### config.mk
export PLATFORM = sky130hd
export DESIGN_NAME = ser_rx_stat
export DESIGN_NICKNAME = d
export VERILOG_FILES = /design/src/rtl/ser_rx_pkg.sv /design/src/rtl/ser_rx_shift.sv /design/src/rtl/ser_rx_status.sv /design/src/rtl/ser_rx_irq.sv /design/src/rtl/ser_rx_stat.sv
export SDC_FILE = /design/constraint.sdc
export NUM_CORES = 1
export LEC_CHECK = 0
export ABC_AREA = 1
export BUFFER_PORTS_ARGS = -buffer_cell sky130_fd_sc_hd__buf_2
export CAP_MARGIN = 20
export CORE_UTILIZATION = 40
export CTS_CLUSTER_DIAMETER = 40
export DETAILED_ROUTE_END_ITERATION = 7
export SLEW_MARGIN = 20
export SYNTH_ARGS = -nofsm -noshare
export SYNTH_HDL_FRONTEND = slang
export SYNTH_HIERARCHICAL = 1
export SYNTH_SLANG_ARGS = --single-unit
### constraint.sdc
create_clock -name clk -period 2.6 [get_ports clk]
set_input_delay 0.39 -clock clk [delete_from_list [all_inputs] [get_ports clk]]
set_output_delay 0.39 -clock clk [all_outputs]
set_load 0.1 [all_outputs]
### src/rtl/ser_rx_pkg.sv
package ser_rx_pkg;

  typedef enum logic [1:0] {
    IRQ_NONE = 2'b00,
    IRQ_RX   = 2'b01,
    IRQ_EXC  = 2'b10
  } irq_code_e;

  // Effective word length: out-of-range settings fall back to full width.
  function automatic int unsigned eff_len(int unsigned setting, int unsigned width);
    if (setting == 0 || setting > width) return width;
    return setting;
  endfunction

  // Next state of the two-step overrun clear arming.
  function automatic logic next_armed(logic armed, logic ovr, logic rd_st, logic rd_dt);
    if (rd_dt) return 1'b0;
    if (rd_st) return ovr;
    return armed;
  endfunction

endpackage

### src/rtl/ser_rx_shift.sv
module ser_rx_shift #(
  parameter int W     = 24,
  parameter int LEN_W = 5
) (
  input  logic             clk,
  input  logic             rst_n,
  input  logic             port_en,
  input  logic [LEN_W-1:0] len,
  input  logic             rx_en,
  input  logic             sclk_tick,
  input  logic             fsync,
  input  logic             sdata,
  output logic             word_done,
  output logic [W-1:0]     word
);

  logic [W-1:0]     sh_q;
  logic [LEN_W-1:0] cnt_q;
  logic             busy_q;
  logic             start_w;
  logic             last_w;
  logic [W-1:0]     shifted_w;

  // A frame sync is honoured only when idle; mid-word syncs fall through.
  assign start_w   = sclk_tick && !busy_q && fsync && rx_en;
  assign shifted_w = start_w ? {{(W-1){1'b0}}, sdata} : {sh_q[W-2:0], sdata};
  assign last_w    = (start_w && len == LEN_W'(1)) ||
                     (busy_q && sclk_tick && (cnt_q + LEN_W'(1)) == len);

  always_ff @(posedge clk or negedge rst_n) begin
    if (!rst_n) begin
      sh_q      <= '0;
      cnt_q     <= '0;
      busy_q    <= 1'b0;
      word_done <= 1'b0;
      word      <= '0;
    end else if (!port_en) begin
      sh_q      <= '0;
      cnt_q     <= '0;
      busy_q    <= 1'b0;
      word_done <= 1'b0;
      word      <= '0;
    end else begin
      word_done <= 1'b0;
      if (sclk_tick && (start_w || busy_q)) begin
        sh_q <= shifted_w;
        if (last_w) begin
          busy_q    <= 1'b0;
          cnt_q     <= '0;
          word_done <= 1'b1;
          word      <= shifted_w;
        end else begin
          busy_q <= 1'b1;
          cnt_q  <= start_w ? LEN_W'(1) : cnt_q + LEN_W'(1);
        end
      end
    end
  end

  AST_START_NEEDS_SYNC: assert property (@(posedge clk) disable iff (!rst_n)
    $rose(busy_q) |-> $past(sclk_tick && fsync && rx_en && port_en));

  AST_DONE_ONE_CYCLE: assert property (@(posedge clk) disable iff (!rst_n)
    word_done |=> !word_done);

endmodule

### src/rtl/ser_rx_status.sv
module ser_rx_status #(
  parameter int W = 24
) (
  input  logic         clk,
  input  logic         rst_n,
  input  logic         port_en,
  input  logic         word_done,
  input  logic [W-1:0] word,
  input  logic         rd_status,
  input  logic         rd_data,
  output logic [W-1:0] rx_data,
  output logic         rx_full,
  output logic         rx_ovr
);

  import ser_rx_pkg::*;

  logic armed_q;
  logic clear_ovr_w;
  logic set_ovr_w;

  assign set_ovr_w   = word_done && rx_full && !rd_data;
  assign clear_ovr_w = rd_data && armed_q;

  always_ff @(posedge clk or negedge rst_n) begin
    if (!rst_n) begin
      rx_data <= '0;
      rx_full <= 1'b0;
      rx_ovr  <= 1'b0;
      armed_q <= 1'b0;
    end else if (!port_en) begin
      rx_data <= '0;
      rx_full <= 1'b0;
      rx_ovr  <= 1'b0;
      armed_q <= 1'b0;
    end else begin
      armed_q <= next_armed(armed_q, rx_ovr, rd_status, rd_data);
      if (word_done) begin
        rx_data <= word;
        rx_full <= 1'b1;
      end else if (rd_data) begin
        rx_full <= 1'b0;
      end
      if (set_ovr_w)        rx_ovr <= 1'b1;
      else if (clear_ovr_w) rx_ovr <= 1'b0;
    end
  end

  AST_OVR_RISE_CAUSE: assert property (@(posedge clk) disable iff (!rst_n)
    $rose(rx_ovr) |-> $past(word_done && rx_full));

  AST_OVR_FALL_CAUSE: assert property (@(posedge clk) disable iff (!rst_n)
    (port_en && $past(port_en) && $fell(rx_ovr)) |-> $past(rd_data));

  AST_READ_EMPTIES: assert property (@(posedge clk) disable iff (!rst_n)
    (rd_data && !word_done) |=> !rx_full);

endmodule

### src/rtl/ser_rx_irq.sv
module ser_rx_irq (
  input  logic       clk,
  input  logic       rst_n,
  input  logic       ie_exc,
  input  logic       ie_rx,
  input  logic       rx_full,
  input  logic       rx_ovr,
  output logic       irq_exc,
  output logic       irq_rx,
  output logic [1:0] irq_code
);

  import ser_rx_pkg::*;

  assign irq_exc = ie_exc && rx_full && rx_ovr;
  assign irq_rx  = ie_rx && rx_full && !rx_ovr;

  always_comb begin
    if (irq_exc)     irq_code = IRQ_EXC;
    else if (irq_rx) irq_code = IRQ_RX;
    else             irq_code = IRQ_NONE;
  end

  AST_ONE_REQUEST: assert property (@(posedge clk) disable iff (!rst_n)
    $onehot0({irq_exc, irq_rx}));

  AST_RX_CLEAN_ONLY: assert property (@(posedge clk) disable iff (!rst_n)
    irq_rx |-> !rx_ovr);

  AST_CODE_MATCH: assert property (@(posedge clk) disable iff (!rst_n)
    (irq_code == IRQ_EXC) |-> (ie_exc && rx_ovr));

endmodule

### src/rtl/ser_rx_stat.sv
module ser_rx_stat #(
  parameter int W = 24,
  localparam int LEN_W = $clog2(W + 1)
) (
  input  logic             clk,
  input  logic             rst_n,
  input  logic             port_en,
  input  logic [LEN_W-1:0] cfg_word_len,
  input  logic             rx_en,
  input  logic             ie_exc,
  input  logic             ie_rx,
  input  logic             sclk_tick,
  input  logic             fsync,
  input  logic             sdata,
  input  logic             rd_status,
  input  logic             rd_data,
  output logic [W-1:0]     rx_data,
  output logic             rx_full,
  output logic             rx_ovr,
  output logic             irq_exc,
  output logic             irq_rx,
  output logic [1:0]       irq_code
);

  import ser_rx_pkg::*;

  logic [LEN_W-1:0] len_q;
  logic             word_done;
  logic [W-1:0]     word;

  // Control setting is frozen while the port runs.
  always_ff @(posedge clk or negedge rst_n) begin
    if (!rst_n)        len_q <= LEN_W'(W);
    else if (!port_en) len_q <= LEN_W'(eff_len(int'(cfg_word_len), W));
  end

  ser_rx_shift #(.W(W), .LEN_W(LEN_W)) u_shift (
    .clk(clk), .rst_n(rst_n), .port_en(port_en), .len(len_q), .rx_en(rx_en),
    .sclk_tick(sclk_tick), .fsync(fsync), .sdata(sdata),
    .word_done(word_done), .word(word)
  );

  ser_rx_status #(.W(W)) u_status (
    .clk(clk), .rst_n(rst_n), .port_en(port_en), .word_done(word_done),
    .word(word), .rd_status(rd_status), .rd_data(rd_data),
    .rx_data(rx_data), .rx_full(rx_full), .rx_ovr(rx_ovr)
  );

  ser_rx_irq u_irq (
    .clk(clk), .rst_n(rst_n), .ie_exc(ie_exc), .ie_rx(ie_rx),
    .rx_full(rx_full), .rx_ovr(rx_ovr),
    .irq_exc(irq_exc), .irq_rx(irq_rx), .irq_code(irq_code)
  );

  AST_LEN_FROZEN: assert property (@(posedge clk) disable iff (!rst_n)
    (port_en && $past(port_en)) |-> $stable(len_q));

  AST_IDLE_WHEN_OFF: assert property (@(posedge clk) disable iff (!rst_n)
    $past(!port_en) |-> (!rx_full && !rx_ovr && irq_code == 2'b00));

endmodule

==> run_results.csv <==
group,metric,value,unit
status,status,"finished, final reports clean",
yosys,ys_seq_area_frac,0.517,
timing,worst_pin_slew,528,ps
final_layout,final_util,0.458,
worst_setup_path,start_kind,"flip-flop",
pwr,ir_drop,228,uV
pwr,power_frac_comb,0.064,
timing,fin_ws,578,ps
worst_setup_path,cp-startpoint,"u_shift/cnt_q[0]",
worst_hold_path,hp-class,"primary input to asynchronous set/reset pin",
timing,slew_headroom,0.648,
global_route,grt_use_total,0.169,
worst_setup_path,required,2840,ps
routing,dr.pass1.iters,4,
worst_setup_path,r2r_cells,11,
floorplan,die_h,104,um
yosys,syn-cell-area,0.00417,sq mm
routing,drt_iter0_drc,174,
floorplan,rows,36,
routing,drc,0,
timing,finalSetupViolations,0,
pwr,p_leak,2.39,nW
place,hpwl,5.87,mm
timing,fmax,0.495,GHz
place,port_buffers,45,
run,drv_cap,0,
worst_setup_path,critPathMostFrequentCell,"nand2_1",
worst_setup_path,critPathCaptureType,"flip-flop",
floorplan,core_region_area,0.00995,sq mm
worst_setup_path,ff2ff_setup_slack,580,ps
timing,hold_viol_final,0,
worst_setup_path,path_buf_inv,2,
floorplan,ios,46,
yosys,ys_seq_elements,86,
worst_setup_path,crit_cells,11,
timing,fin_crit,2020,ps
yosys,synth.distinct_cells,28,
cts,post_cts_buffers,0,
worst_setup_path,cpPeakStageDelay,510,ps
routing,drt_wl_total,8.50,mm
yosys,netlist_instances,485,
routing,via_count,3256,
final_layout,fillers,1014,
final_layout,syn_to_final_growth,9.46,%
cts,clk_path_buf_depth,2,
global_route,grt_pass1_wl,14.9,mm
pwr,powerDensity,520,mW/mm^2
global_route,grt_max_degree,42,
yosys,avgSynthCellArea,8.59,sq um
place,gp_congestion,0.785,
worst_setup_path,crit_end,"u_shift/word[18]",
worst_setup_path,crit_type,"flip-flop to flip-flop",
worst_setup_path,critPathTopFamily,"simple AND/OR/NAND/NOR gates",
place,dp_slack,568,ps
place,placed_cells,641,
timing,slew_violations,0,
routing,final_antenna_net_count,0,
timing,skew,13.4,ps
cts,cts_max_level,3,
cts,clkSinkCount,86,
final_layout,nNetsFinal,536,
global_route,grt_antenna_before_repair,0,
timing,period_share,0.778,
pwr,switching_power,630,uW
final_layout,drive_gt1_frac,0.200,
yosys,syn_nets,502,
cts,cts_root_buffer,"clkbuf_8",
floorplan,die_area,0.0108,sq mm
floorplan,die_x,104,um
routing,viasPerCell,4.96,
cts,cts_tree,"done",
worst_setup_path,r2r-end,"u_shift/word[18]",
routing,wl_per_cell,12.9,um
final_layout,diodes,0,
cts,numCtsBuffers,9,
worst_setup_path,slowest_stage,"dfrtp_1",
pwr,internal_power,1.74,mW
worst_setup_path,crit_chain,"ha_1, inv_1, nand2_1, nand2_1, nand2_1, nand2_1, nor2_1, nand3_2, buf_4, nand4_1, nand2_1",
worst_setup_path,path_max_fanout,25,
floorplan,initial_core_util,0.419,
timing,rsz0062_at_grt,"false",
pwr,p_sw_frac,0.266,
global_route,grt_pass1_vias,3114,
worst_setup_path,arrival,2260,ps
pwr,p_seq_frac,0.575,
cts,cts_hold_buffers,0,
yosys,synth_warnings,6,
cts,clkSlewWorstSetupHoldPaths,90,ps
worst_setup_path,r2r_start,"u_shift/cnt_q[0]",
cts,cts_resized,0,
cts,clkLatencyLatePin,360,ps
final_layout,fin_cells,657,
global_route,overflow,0,
pwr,clockPowerShare,0.360,
cell families after synthesis:
logic type	Yosys count	synth area share
flip-flops	86	0.517
AND/OR/NAND/NOR	290	0.340
buffers and inverters	78	0.103
adder cells (fa/ha/maj)	1	0.00300
AO/OA/AOI/OAI	30	0.0378
flip-flops by register name, indices dropped and copies added (netlist names):
register and flops:
u_shift/word 24, u_shift/cnt_q 5, u_status/rx_ovr 1, u_status/armed_q 1, u_shift/sh_q 23, len_q 5
u_shift/word_done 1, u_status/rx_full 1, u_status/rx_data 24, u_shift/busy_q 1
layout make-up:
type	instances	area, sq um	area share
inverter	47	184	0.0403
multi-input combinational	321	1590	0.348
tap	133	166	0.0365
timing repair buffer	54	295	0.0647
clock inverter	6	46.3	0.0101
sequential	86	2150	0.472
clock buffer	10	128	0.0280
cell usage in the layout (no fill, tap or decap):
cell type	instances
nand2_1	144
dfrtp_1	84
inv_1	44
buf_2	44
nand3_1	42
nor2_1	36
nand4_1	34
nand3_2	22
o21ai_0	15
buf_4	10
clkbuf_8	9
o21ai_1	9
nand2_2	5
a21oi_1	3
nor2_2	2
o21bai_1	2
inv_6	2
clkinvlp_4	2
dfstp_2	2
inv_2	2
nor3_1	2
clkinv_4	1
clkbuf_1	1
clkinv_2	1
nand3b_1	1
nor3_4	1
nand4_4	1
a21boi_1	1
ha_1	1
inv_8	1
per-layer routing:
metal / up-vias / track usage / wire length, um
met2: 71 / 0.265 / 3990
li1: 1640 / - / -
met5: - / 0 / 0
met3: 4 / 0.0301 / 299
met4: 0 / 0.0735 / 57
met1: 1541 / 0.230 / 4160
power groups by stage:
stage | logic, mW | registers, mW | clock network, mW
floorplan | 0.102 | 1.39 | 0
global placement | 0.151 | 1.39 | 0
detailed placement | 0.155 | 1.39 | 0
CTS | 0.156 | 1.37 | 0.885
global route | 0.176 | 1.37 | 0.936
finish | 0.152 | 1.37 | 0.855
metrics by stage:
step,hold WS [ps],cell area [sq um],total power [mW],setup TNS (ps)
floorplan,94.4,4170,1.49,-563
global placement,408,4390,1.54,0
detailed placement,413,4390,1.55,0
CTS,15.9,4560,2.41,0
global route,33.1,4560,2.48,0
finish,5.18,4560,2.37,0
worst min path at each step:
stage | startpoint | endpoint | slack, ps | cells after the start
floorplan | rst_n | len_q[0] | 90 | 0
global placement | rst_n | len_q[2] | 410 | 1
detailed placement | rst_n | len_q[2] | 410 | 1
CTS | rst_n | len_q[2] | 20 | 1
global route | rst_n | len_q[2] | 30 | 1
finish | rst_n | len_q[2] | 5 | 1
synth_stat cells:
cell,n,share of area
nand3b_1,1,0.0018
inv_2,2,0.0018
o21bai_1,2,0.0036
a21oi_1,3,0.0036
nand3_2,22,0.053
nor3_1,2,0.0024
o21ai_1,9,0.011
nand2_2,5,0.0075
nand3_1,42,0.050
a21boi_1,1,0.0018
buf_4,7,0.013
dfstp_2,2,0.013
buf_6,8,0.022
inv_1,44,0.040
inv_8,1,0.0027
buf_2,7,0.0084
clkbuf_1,5,0.0045
buf_12,2,0.0096
nor3_4,1,0.0039
nand4_1,34,0.051
ha_1,1,0.0030
nand4_4,1,0.0051
nor2_1,37,0.033
dfrtp_1,84,0.50
nand2_1,144,0.13
nor2_2,1,0.0015
buf_1,2,0.0018
o21ai_0,15,0.018
No activity file was read; power rests on OpenSTA's default activity.
